<file path="src/rtl/ata_pio_pkg.sv">
`timescale 1ns/1ps
package ata_pio_pkg;

    typedef enum logic [2:0] {
        PH_IDLE    = 3'd0,
        PH_SETUP   = 3'd1,
        PH_ACTIVE  = 3'd2,
        PH_HOLD    = 3'd3,
        PH_RECOVER = 3'd4
    } pio_phase_e;

endpackage

</file>
<file path="src/rtl/ata_pio_sync.sv">
`timescale 1ns/1ps
module ata_pio_sync #(
    parameter int STAGES = 2
) (
    input  logic clk,
    input  logic rst_n,
    input  logic async_i,
    output logic sync_o
);
    generate
        if (STAGES == 0) begin : g_bypass
            assign sync_o = async_i;
        end else begin : g_chain
            logic [STAGES-1:0] sh_d, sh_q;
            logic [STAGES:0]   ext;

            always_comb begin
                ext  = {sh_q, async_i};
                sh_d = ext[STAGES-1:0];
            end

            always_ff @(posedge clk or negedge rst_n) begin
                if (!rst_n) sh_q <= '1;
                else        sh_q <= sh_d;
            end

            assign sync_o = sh_q[STAGES-1];
        end
    endgenerate
endmodule

</file>
<file path="src/rtl/ata_pio_phase_timer.sv">
`timescale 1ns/1ps
module ata_pio_phase_timer #(
    parameter int CNT_W = 8
) (
    input  logic             clk,
    input  logic             rst_n,
    input  logic             load_i,
    input  logic [CNT_W-1:0] load_val_i,
    output logic             zero_o
);
    logic [CNT_W-1:0] cnt_d, cnt_q;

    always_comb begin
        cnt_d = cnt_q;
        if (load_i)             cnt_d = load_val_i;
        else if (cnt_q != '0)   cnt_d = cnt_q - 1'b1;
    end

    always_ff @(posedge clk or negedge rst_n) begin
        if (!rst_n) cnt_q <= '0;
        else        cnt_q <= cnt_d;
    end

    assign zero_o = (cnt_q == '0);

    AST_TIMER_FLOOR: assert property (@(posedge clk) disable iff (!rst_n)
        (zero_o && !load_i) |=> zero_o);
endmodule

</file>
<file path="src/rtl/ata_pio_cycle_fsm.sv">
`timescale 1ns/1ps
module ata_pio_cycle_fsm
    import ata_pio_pkg::*;
#(
    parameter int CNT_W  = 8,
    parameter int ADDR_W = 3,
    parameter int DATA_W = 16
) (
    input  logic              clk,
    input  logic              rst_n,
    input  logic              req_i,
    input  logic              req_write_i,
    input  logic              req_ctrl_i,
    input  logic [ADDR_W-1:0] req_addr_i,
    input  logic [DATA_W-1:0] req_wdata_i,
    input  logic [CNT_W-1:0]  t_setup_i,
    input  logic [CNT_W-1:0]  t_active_i,
    input  logic [CNT_W-1:0]  t_hold_i,
    input  logic [CNT_W-1:0]  t_recover_i,
    input  logic              iordy_s_i,
    input  logic [DATA_W-1:0] dd_i,
    input  logic              tmr_zero_i,
    output logic              tmr_load_o,
    output logic [CNT_W-1:0]  tmr_val_o,
    output pio_phase_e        phase_o,
    output logic              write_o,
    output logic              ctrl_o,
    output logic [ADDR_W-1:0] addr_o,
    output logic [DATA_W-1:0] wdata_o,
    output logic [DATA_W-1:0] rdata_o,
    output logic              done_o
);
    typedef struct packed {
        pio_phase_e        phase;
        logic              write;
        logic              ctrl;
        logic [ADDR_W-1:0] addr;
        logic [DATA_W-1:0] wdata;
        logic [DATA_W-1:0] rdata;
        logic              done;
    } fsm_state_t;

    fsm_state_t s_d, s_q;

    always_comb begin
        s_d        = s_q;
        s_d.done   = 1'b0;
        tmr_load_o = 1'b0;
        tmr_val_o  = t_setup_i;
        case (s_q.phase)
            PH_IDLE: begin
                if (req_i) begin
                    s_d.phase  = PH_SETUP;
                    s_d.write  = req_write_i;
                    s_d.ctrl   = req_ctrl_i;
                    s_d.addr   = req_addr_i;
                    s_d.wdata  = req_wdata_i;
                    tmr_load_o = 1'b1;
                    tmr_val_o  = t_setup_i;
                end
            end
            PH_SETUP: begin
                if (tmr_zero_i) begin
                    s_d.phase  = PH_ACTIVE;
                    tmr_load_o = 1'b1;
                    tmr_val_o  = t_active_i;
                end
            end
            PH_ACTIVE: begin
                if (tmr_zero_i && iordy_s_i) begin
                    tmr_load_o = 1'b1;
                    if (s_q.write) begin
                        s_d.phase = PH_HOLD;
                        tmr_val_o = t_hold_i;
                    end else begin
                        s_d.rdata = dd_i;
                        s_d.phase = PH_RECOVER;
                        tmr_val_o = t_recover_i;
                    end
                end
            end
            PH_HOLD: begin
                if (tmr_zero_i) begin
                    s_d.phase  = PH_RECOVER;
                    tmr_load_o = 1'b1;
                    tmr_val_o  = t_recover_i;
                end
            end
            PH_RECOVER: begin
                if (tmr_zero_i) begin
                    s_d.phase = PH_IDLE;
                    s_d.done  = 1'b1;
                end
            end
            default: s_d.phase = PH_IDLE;
        endcase
    end

    always_ff @(posedge clk or negedge rst_n) begin
        if (!rst_n) begin
            s_q       <= '0;
            s_q.phase <= PH_IDLE;
        end else begin
            s_q <= s_d;
        end
    end

    assign phase_o = s_q.phase;
    assign write_o = s_q.write;
    assign ctrl_o  = s_q.ctrl;
    assign addr_o  = s_q.addr;
    assign wdata_o = s_q.wdata;
    assign rdata_o = s_q.rdata;
    assign done_o  = s_q.done;

    AST_BUSY_IGNORES_REQ: assert property (@(posedge clk) disable iff (!rst_n)
        (s_q.phase != PH_IDLE && s_q.phase != PH_SETUP) |=> (s_q.phase != PH_SETUP));
    AST_STROBE_MIN_WIDTH: assert property (@(posedge clk) disable iff (!rst_n)
        (s_q.phase == PH_ACTIVE && !tmr_zero_i) |=> (s_q.phase == PH_ACTIVE));
    AST_IORDY_STRETCH: assert property (@(posedge clk) disable iff (!rst_n)
        (s_q.phase == PH_ACTIVE && !iordy_s_i) |=> (s_q.phase == PH_ACTIVE));
    AST_RDATA_KEPT: assert property (@(posedge clk) disable iff (!rst_n)
        (s_q.phase != PH_ACTIVE) |=> $stable(s_q.rdata));
    AST_DONE_SINGLE: assert property (@(posedge clk) disable iff (!rst_n)
        s_q.done |=> !s_q.done);
endmodule

</file>
<file path="src/rtl/ata_pio_pad_drive.sv">
`timescale 1ns/1ps
module ata_pio_pad_drive
    import ata_pio_pkg::*;
#(
    parameter int ADDR_W = 3,
    parameter int DATA_W = 16
) (
    input  pio_phase_e        phase_i,
    input  logic              write_i,
    input  logic              ctrl_i,
    input  logic [ADDR_W-1:0] addr_i,
    input  logic [DATA_W-1:0] wdata_i,
    output logic              busy_o,
    output logic [ADDR_W-1:0] da_o,
    output logic              cs0_n_o,
    output logic              cs1_n_o,
    output logic              dior_n_o,
    output logic              diow_n_o,
    output logic [DATA_W-1:0] dd_o,
    output logic              dd_oe_o
);
    logic selected;
    logic strobing;

    always_comb begin
        selected = (phase_i == PH_SETUP) || (phase_i == PH_ACTIVE) || (phase_i == PH_HOLD);
        strobing = (phase_i == PH_ACTIVE);
        busy_o   = (phase_i != PH_IDLE);
        da_o     = addr_i;
        cs0_n_o  = !(selected && !ctrl_i);
        cs1_n_o  = !(selected &&  ctrl_i);
        dior_n_o = !(strobing && !write_i);
        diow_n_o = !(strobing &&  write_i);
        dd_o     = wdata_i;
        dd_oe_o  = selected && write_i;
    end
endmodule

</file>
<file path="src/rtl/ata_pio_sequencer.sv">
`timescale 1ns/1ps
module ata_pio_sequencer
    import ata_pio_pkg::*;
#(
    parameter int CNT_W       = 8,
    parameter int SYNC_STAGES = 2
) (
    input  logic             clk,
    input  logic             rst_n,
    input  logic             req_i,
    input  logic             req_write_i,
    input  logic             req_ctrl_blk_i,
    input  logic [2:0]       req_addr_i,
    input  logic [15:0]      req_wdata_i,
    input  logic [CNT_W-1:0] t_setup_i,
    input  logic [CNT_W-1:0] t_active_i,
    input  logic [CNT_W-1:0] t_hold_i,
    input  logic [CNT_W-1:0] t_recover_i,
    input  logic             iordy_i,
    input  logic [15:0]      dd_i,
    output logic             busy_o,
    output logic             done_o,
    output logic [15:0]      rdata_o,
    output logic [2:0]       da_o,
    output logic             cs0_n_o,
    output logic             cs1_n_o,
    output logic             dior_n_o,
    output logic             diow_n_o,
    output logic [15:0]      dd_o,
    output logic             dd_oe_o
);
    localparam int ADDR_W = 3;
    localparam int DATA_W = 16;

    logic              iordy_s;
    logic              tmr_load;
    logic [CNT_W-1:0]  tmr_val;
    logic              tmr_zero;
    pio_phase_e        phase;
    logic              cur_write;
    logic              cur_ctrl;
    logic [ADDR_W-1:0] cur_addr;
    logic [DATA_W-1:0] cur_wdata;

    ata_pio_sync #(.STAGES(SYNC_STAGES)) u_sync (
        .clk(clk), .rst_n(rst_n), .async_i(iordy_i), .sync_o(iordy_s)
    );

    ata_pio_phase_timer #(.CNT_W(CNT_W)) u_timer (
        .clk(clk), .rst_n(rst_n), .load_i(tmr_load), .load_val_i(tmr_val), .zero_o(tmr_zero)
    );

    ata_pio_cycle_fsm #(.CNT_W(CNT_W), .ADDR_W(ADDR_W), .DATA_W(DATA_W)) u_fsm (
        .clk(clk), .rst_n(rst_n),
        .req_i(req_i), .req_write_i(req_write_i), .req_ctrl_i(req_ctrl_blk_i),
        .req_addr_i(req_addr_i), .req_wdata_i(req_wdata_i),
        .t_setup_i(t_setup_i), .t_active_i(t_active_i),
        .t_hold_i(t_hold_i), .t_recover_i(t_recover_i),
        .iordy_s_i(iordy_s), .dd_i(dd_i), .tmr_zero_i(tmr_zero),
        .tmr_load_o(tmr_load), .tmr_val_o(tmr_val),
        .phase_o(phase), .write_o(cur_write), .ctrl_o(cur_ctrl),
        .addr_o(cur_addr), .wdata_o(cur_wdata), .rdata_o(rdata_o), .done_o(done_o)
    );

    ata_pio_pad_drive #(.ADDR_W(ADDR_W), .DATA_W(DATA_W)) u_pads (
        .phase_i(phase), .write_i(cur_write), .ctrl_i(cur_ctrl),
        .addr_i(cur_addr), .wdata_i(cur_wdata),
        .busy_o(busy_o), .da_o(da_o), .cs0_n_o(cs0_n_o), .cs1_n_o(cs1_n_o),
        .dior_n_o(dior_n_o), .diow_n_o(diow_n_o), .dd_o(dd_o), .dd_oe_o(dd_oe_o)
    );

    AST_ONE_SELECT: assert property (@(posedge clk) disable iff (!rst_n)
        (cs0_n_o || cs1_n_o));
    AST_STROBE_UNDER_SELECT: assert property (@(posedge clk) disable iff (!rst_n)
        (!dior_n_o || !diow_n_o) |-> (!cs0_n_o || !cs1_n_o));
    AST_ONE_STROBE: assert property (@(posedge clk) disable iff (!rst_n)
        (dior_n_o || diow_n_o));
    AST_NO_DRIVE_ON_READ: assert property (@(posedge clk) disable iff (!rst_n)
        !dior_n_o |-> !dd_oe_o);
    AST_DONE_AFTER_BUSY: assert property (@(posedge clk) disable iff (!rst_n)
        done_o |-> ($past(busy_o) && !busy_o));
endmodule

</file>
<file path="config.mk">
export PLATFORM = sky130hd
export DESIGN_NAME = ata_pio_sequencer
export DESIGN_NICKNAME = d
export VERILOG_FILES = /design/src/rtl/ata_pio_pkg.sv /design/src/rtl/ata_pio_sync.sv /design/src/rtl/ata_pio_phase_timer.sv /design/src/rtl/ata_pio_cycle_fsm.sv /design/src/rtl/ata_pio_pad_drive.sv /design/src/rtl/ata_pio_sequencer.sv
export SDC_FILE = /design/constraint.sdc
export NUM_CORES = 1
export LEC_CHECK = 0
export BUFFER_PORTS_ARGS = -buffer_cell sky130_fd_sc_hd__buf_4
export CELL_PAD_IN_SITES_DETAIL_PLACEMENT = 0
export CELL_PAD_IN_SITES_GLOBAL_PLACEMENT = 2
export CORE_MARGIN = 1
export CORE_UTILIZATION = 28
export DETAILED_ROUTE_END_ITERATION = 8
export PLACE_DENSITY = 0.76
export REMOVE_ABC_BUFFERS = 1
export SLEW_MARGIN = 20
export SYNTH_ARGS = -nofsm -noshare
export SYNTH_HDL_FRONTEND = slang
export SYNTH_SLANG_ARGS = --single-unit
</file>
<file path="constraint.sdc">
create_clock -name clk -period 2.1 [get_ports clk]
set_input_delay 0.105 -clock clk [delete_from_list [all_inputs] [get_ports clk]]
set_output_delay 0.105 -clock clk [all_outputs]
set_load 0.05 [all_outputs]
</file>
==> flow_results.org <==
** Outcome
- The flow ran to the end, and the final reports show no timing, DRC or antenna violations.

** Worst setup path
- The critical path in this run is classified as flip-flop to flip-flop.
- STA classifies the critical path startpoint as a flip-flop.
- Required time of the critical path :: 2.29 ns
- Crit-path slowest cell :: dfrtp_1
- Crit path cell chain :: inv_1 > ha_1 > nor3b_1 > buf_4 > and2_4 > nand3_4 > mux2_4
- Number of buffer and inverter stages on the critical path :: 2
- STA puts the critical path data arrival time at 2.17 ns.
- Critical Path Source :: u_timer.cnt_q[1]$_DFFE_PN0P_
- Of all nets on the critical path, the largest fanout is 16.
- Highest cell delay on the worst timing path :: between 0.4 and 0.5 ns
- The cell family contributing the most delay on the critical path is simple AND/OR/NAND/NOR gates.
- The worst register-to-register path begins at u_timer.cnt_q[1]$_DFFE_PN0P_.
- Setup crit end kind :: flip-flop

** Yosys
- Syn avg cell area :: 12.5 sq um
- Sequential cell area fraction in the yosys report :: between 50% and 60%
- The cell count after synthesis came out at 199.
- Yosys printed 0 warnings.
- Async S/R FF share, synth :: 100%
- The synthesized design contains 0 enable-type register cells.
- Number of distinct library cells after synthesis :: 44
- Post-synthesis sequential element count :: 51
- Among all flip-flop cells after synthesis, the most frequent one is dfrtp_1.
- Summing every instance area after synthesis gives 0.00249 sq mm.

** STA
- The final count of hold timing violations came to 0.
- Period Utilization, post-route :: 93.9%
- Setup repair after global routing missed its margin :: false
- Slew margin rel. :: between 50% and 60%
- In the final timing run, aggregate negative setup slack is 0 ns.
- Peak Freq :: 507 MHz
- On the final layout, the worst hold slack is about 0.025 ns.
- The final count of pins violating max slew is 0.
- Min setup slack post-route :: between 0.1 and 0.15 ns
- For the pin with the worst max-slew slack, the measured transition is 0.655 ns.
- Clock skew on the completed layout was measured at roughly 0.003 ns.
- Final period demand of the worst path :: 1.97 ns
- Final setup violation count :: 0

** Route
- For this block, the initial DRC count from the detailed router was 48.
- Dividing the detail-routed wire length by the instance count gives 14.1 microns.
- Summing over every cut layer, the via total after detailed routing is 2020.
- Via density :: roughly 4.7
- Drt drc :: 0
- ANT nets after route :: 0
- Pre-antenna DRT Iters :: 4
- Sum of routed wire length over all layers :: 6070 microns

** Global route
- GRT Resource Usage Total :: 13.3%
- The total overflow left after global routing is 0.
- Pin count of the biggest net entering global routing :: 52
- The first global-routing pass estimated 9400 microns of wire.
- Via count of the first global-routing pass :: 1949
- The number of antenna violations at the first check in global routing was 0.

** Die
- Horizontal extent of the die :: 96.3 microns
- Core ar. :: 0.00868 sq mm
- The die is between 90 and 100 microns tall.
- Die Area :: 0.00926 sq mm
- The floorplan has 34 rows.
- 115 I/O pins were placed.
- The initial utilization of the core area, before any placement, comes to 28.7%.

** Clocking
- CTS buffer count :: 5
- Worst-skew pair later-pin latency :: 0.30 ns
- CTS Sinks :: 51
- Postcts setup bufs :: 0
- Depth of the CTS H-tree :: 2
- In this run the clock root is driven by a clkbuf_8.
- Maximum buffer depth of the clock tree :: 2
- Clock transition at the registers of the reported paths :: 0.09 ns
- Clock tree from TritonCTS :: built

** Worst hold path
- The worst hold path begins at dd_i[12].
- Worst hold path class :: input port to flip-flop

** Placement
- DPL Wire Length :: 4490 microns
- Timing analysis after detailed placement gives a worst setup slack of 0.120 ns.
- In this run the cell area measured after placement is 0.00351 sq mm.
- The congestion estimate from routability-driven global placement came to 0.779.
- Port buffering added approximately 110 buffers.

** Layout
- Layout Cell Area excl Fill :: 0.00366 sq mm
- Post-layout nets :: slightly below 400
- Total area of multi-input combinational cells :: 0.00115 sq mm
- In the final layout, flip-flops and latches occupy 0.00128 sq mm.
- Diodes inserted :: 0
- Fill cells in the final layout number 841.
- Most common cell after layout, fill and taps aside :: buf_4
- Leading cell types in the layout, fill and taps excluded :: buf_4 (122), dfrtp_1 (49), mux2_2 (26)
- Area growth from synthesis to final layout :: 47.0%
- Of the cells placed in the final design, the portion with a size suffix greater than 1 is around 54%.

** Run
- The tool flagged a number of max-cap violations equal to 0.

** Power
- For this design the static power due to leakage is 1.69 nW.
- Total power consumption of the routed design :: ~4.5 mW
- Across the VDD grid, the largest voltage drop is 0.822 mV.
- Power density relative to cell area :: 1220 mW/mm^2
[path summary, 6_finish.rpt]
| check | to | cells past startpoint | slack, ns |
|---|---|---|---|
| max in group asynchronous | u_fsm.wdata_o[12]$_DFFE_PN0P_ | 2 | 1.30 |
| worst max-delay path | u_fsm.rdata_o[11]$_DFFE_PN0P_ | 7 | 0.13 |
| worst min-delay path | u_fsm.rdata_o[12]$_DFFE_PN0P_ | 2 | 0.02 |
| worst min register to register | u_sync.g_chain.sh_q[1]$_DFF_PN1_ | 0 | 0.36 |
| worst max register to register | u_fsm.rdata_o[11]$_DFFE_PN0P_ | 7 | 0.13 |
| min in group asynchronous | u_fsm.rdata_o[9]$_DFFE_PN0P_ | 2 | 0.37 |
[cells in the mapped netlist, types with 2 or more instances]
master / number / area (sq um)
dfrtp_1: 49 / 1230
mux2_2: 26 / 293
nand2_1: 12 / 45.0
mux2_4: 10 / 150
mux2i_1: 10 / 100
o22ai_1: 10 / 62.6
a22oi_1: 8 / 60.1
nor2_1: 7 / 26.3
o22a_1: 6 / 52.6
a21oi_1: 5 / 25.0
clkbuf_1: 5 / 18.8
inv_1: 5 / 18.8
nor2b_1: 4 / 25.0
buf_2: 3 / 15.0
nand2b_1: 3 / 18.8
xnor2_1: 3 / 26.3
buf_1: 2 / 7.51
dfstp_2: 2 / 52.6
ha_1: 2 / 25.0
o2111ai_1: 2 / 17.5
o21ai_0: 2 / 10.0
[cell type report]
class                      instances  share of cell area (%)
clock buffer                       7                    2.36
clock inverter                     1                   0.240
inverter                           5                   0.513
multi-input combinational        132                    31.5
sequential                        51                    35.0
tap                              108                    3.70
timing repair buffer             127                    26.7
[layer usage]
metal / up-vias / wire (microns) / share of wire, % / global-route usage (%)
li1: 972 / - / - / -
met1: 965 / 2680 / 44 / 16.8
met2: 77 / 2790 / 46 / 21.5
met3: 6 / 547 / 9.0 / 4.50
met4: 0 / 52 / 0.86 / 4.10
met5: - / 0 / 0 / 0
[through the flow]
step | std cells | util [%]
2_1_floorplan | 188 | -
3_3_place_gp | 419 | 40.5
3_5_place_dp | 419 | 40.5
4_1_cts | 430 | 41.9
5_1_grt | 431 | 42.1
6_report | 431 | 42.1
[what timing repair did]
item,in CTS,in global routing
gates resized for setup,0,1
endpoints found under the setup margin,0,2
endpoints found under the hold margin,51,1
hold buffers,3,1
[power by group]
group	internal, mW	switching [mW]
Clock	0.271	0.323
Sequential	1.30	0.273
Combinational	0.913	1.38
[cell families after synthesis]
family / Yosys count / synth area share [%]
adders and majority gates: 2 / 1.01
muxes: 46 / 21.8
DFF: 51 / 51.4
buffers and inverters: 16 / 2.87
AOI/OAI and AO/OA: 40 / 11.6
and+or+nand+nor: 40 / 9.86
xor gates and xnor gates: 4 / 1.41
[sequential cells by signal, indices dropped and copies added, names as in the netlist]
name,flops
u_fsm.rdata_o,16
u_fsm.wdata_o,16
u_timer.cnt_q,8
u_fsm.addr_o,3
u_fsm.phase_o,3
u_sync.g_chain.sh_q,2
u_fsm.ctrl_o,1
u_fsm.done_o,1
u_fsm.write_o,1
[worst reg2reg max path: stages (launching register included)]
cell,delay [ns]
dfrtp_1,0.42
inv_1,0.10
ha_1,0.14
nor3b_1,0.17
buf_4,0.20
and2_4,0.20
nand3_4,0.26
mux2_4,0.39
No activity file was read; power rests on OpenSTA's default activity.
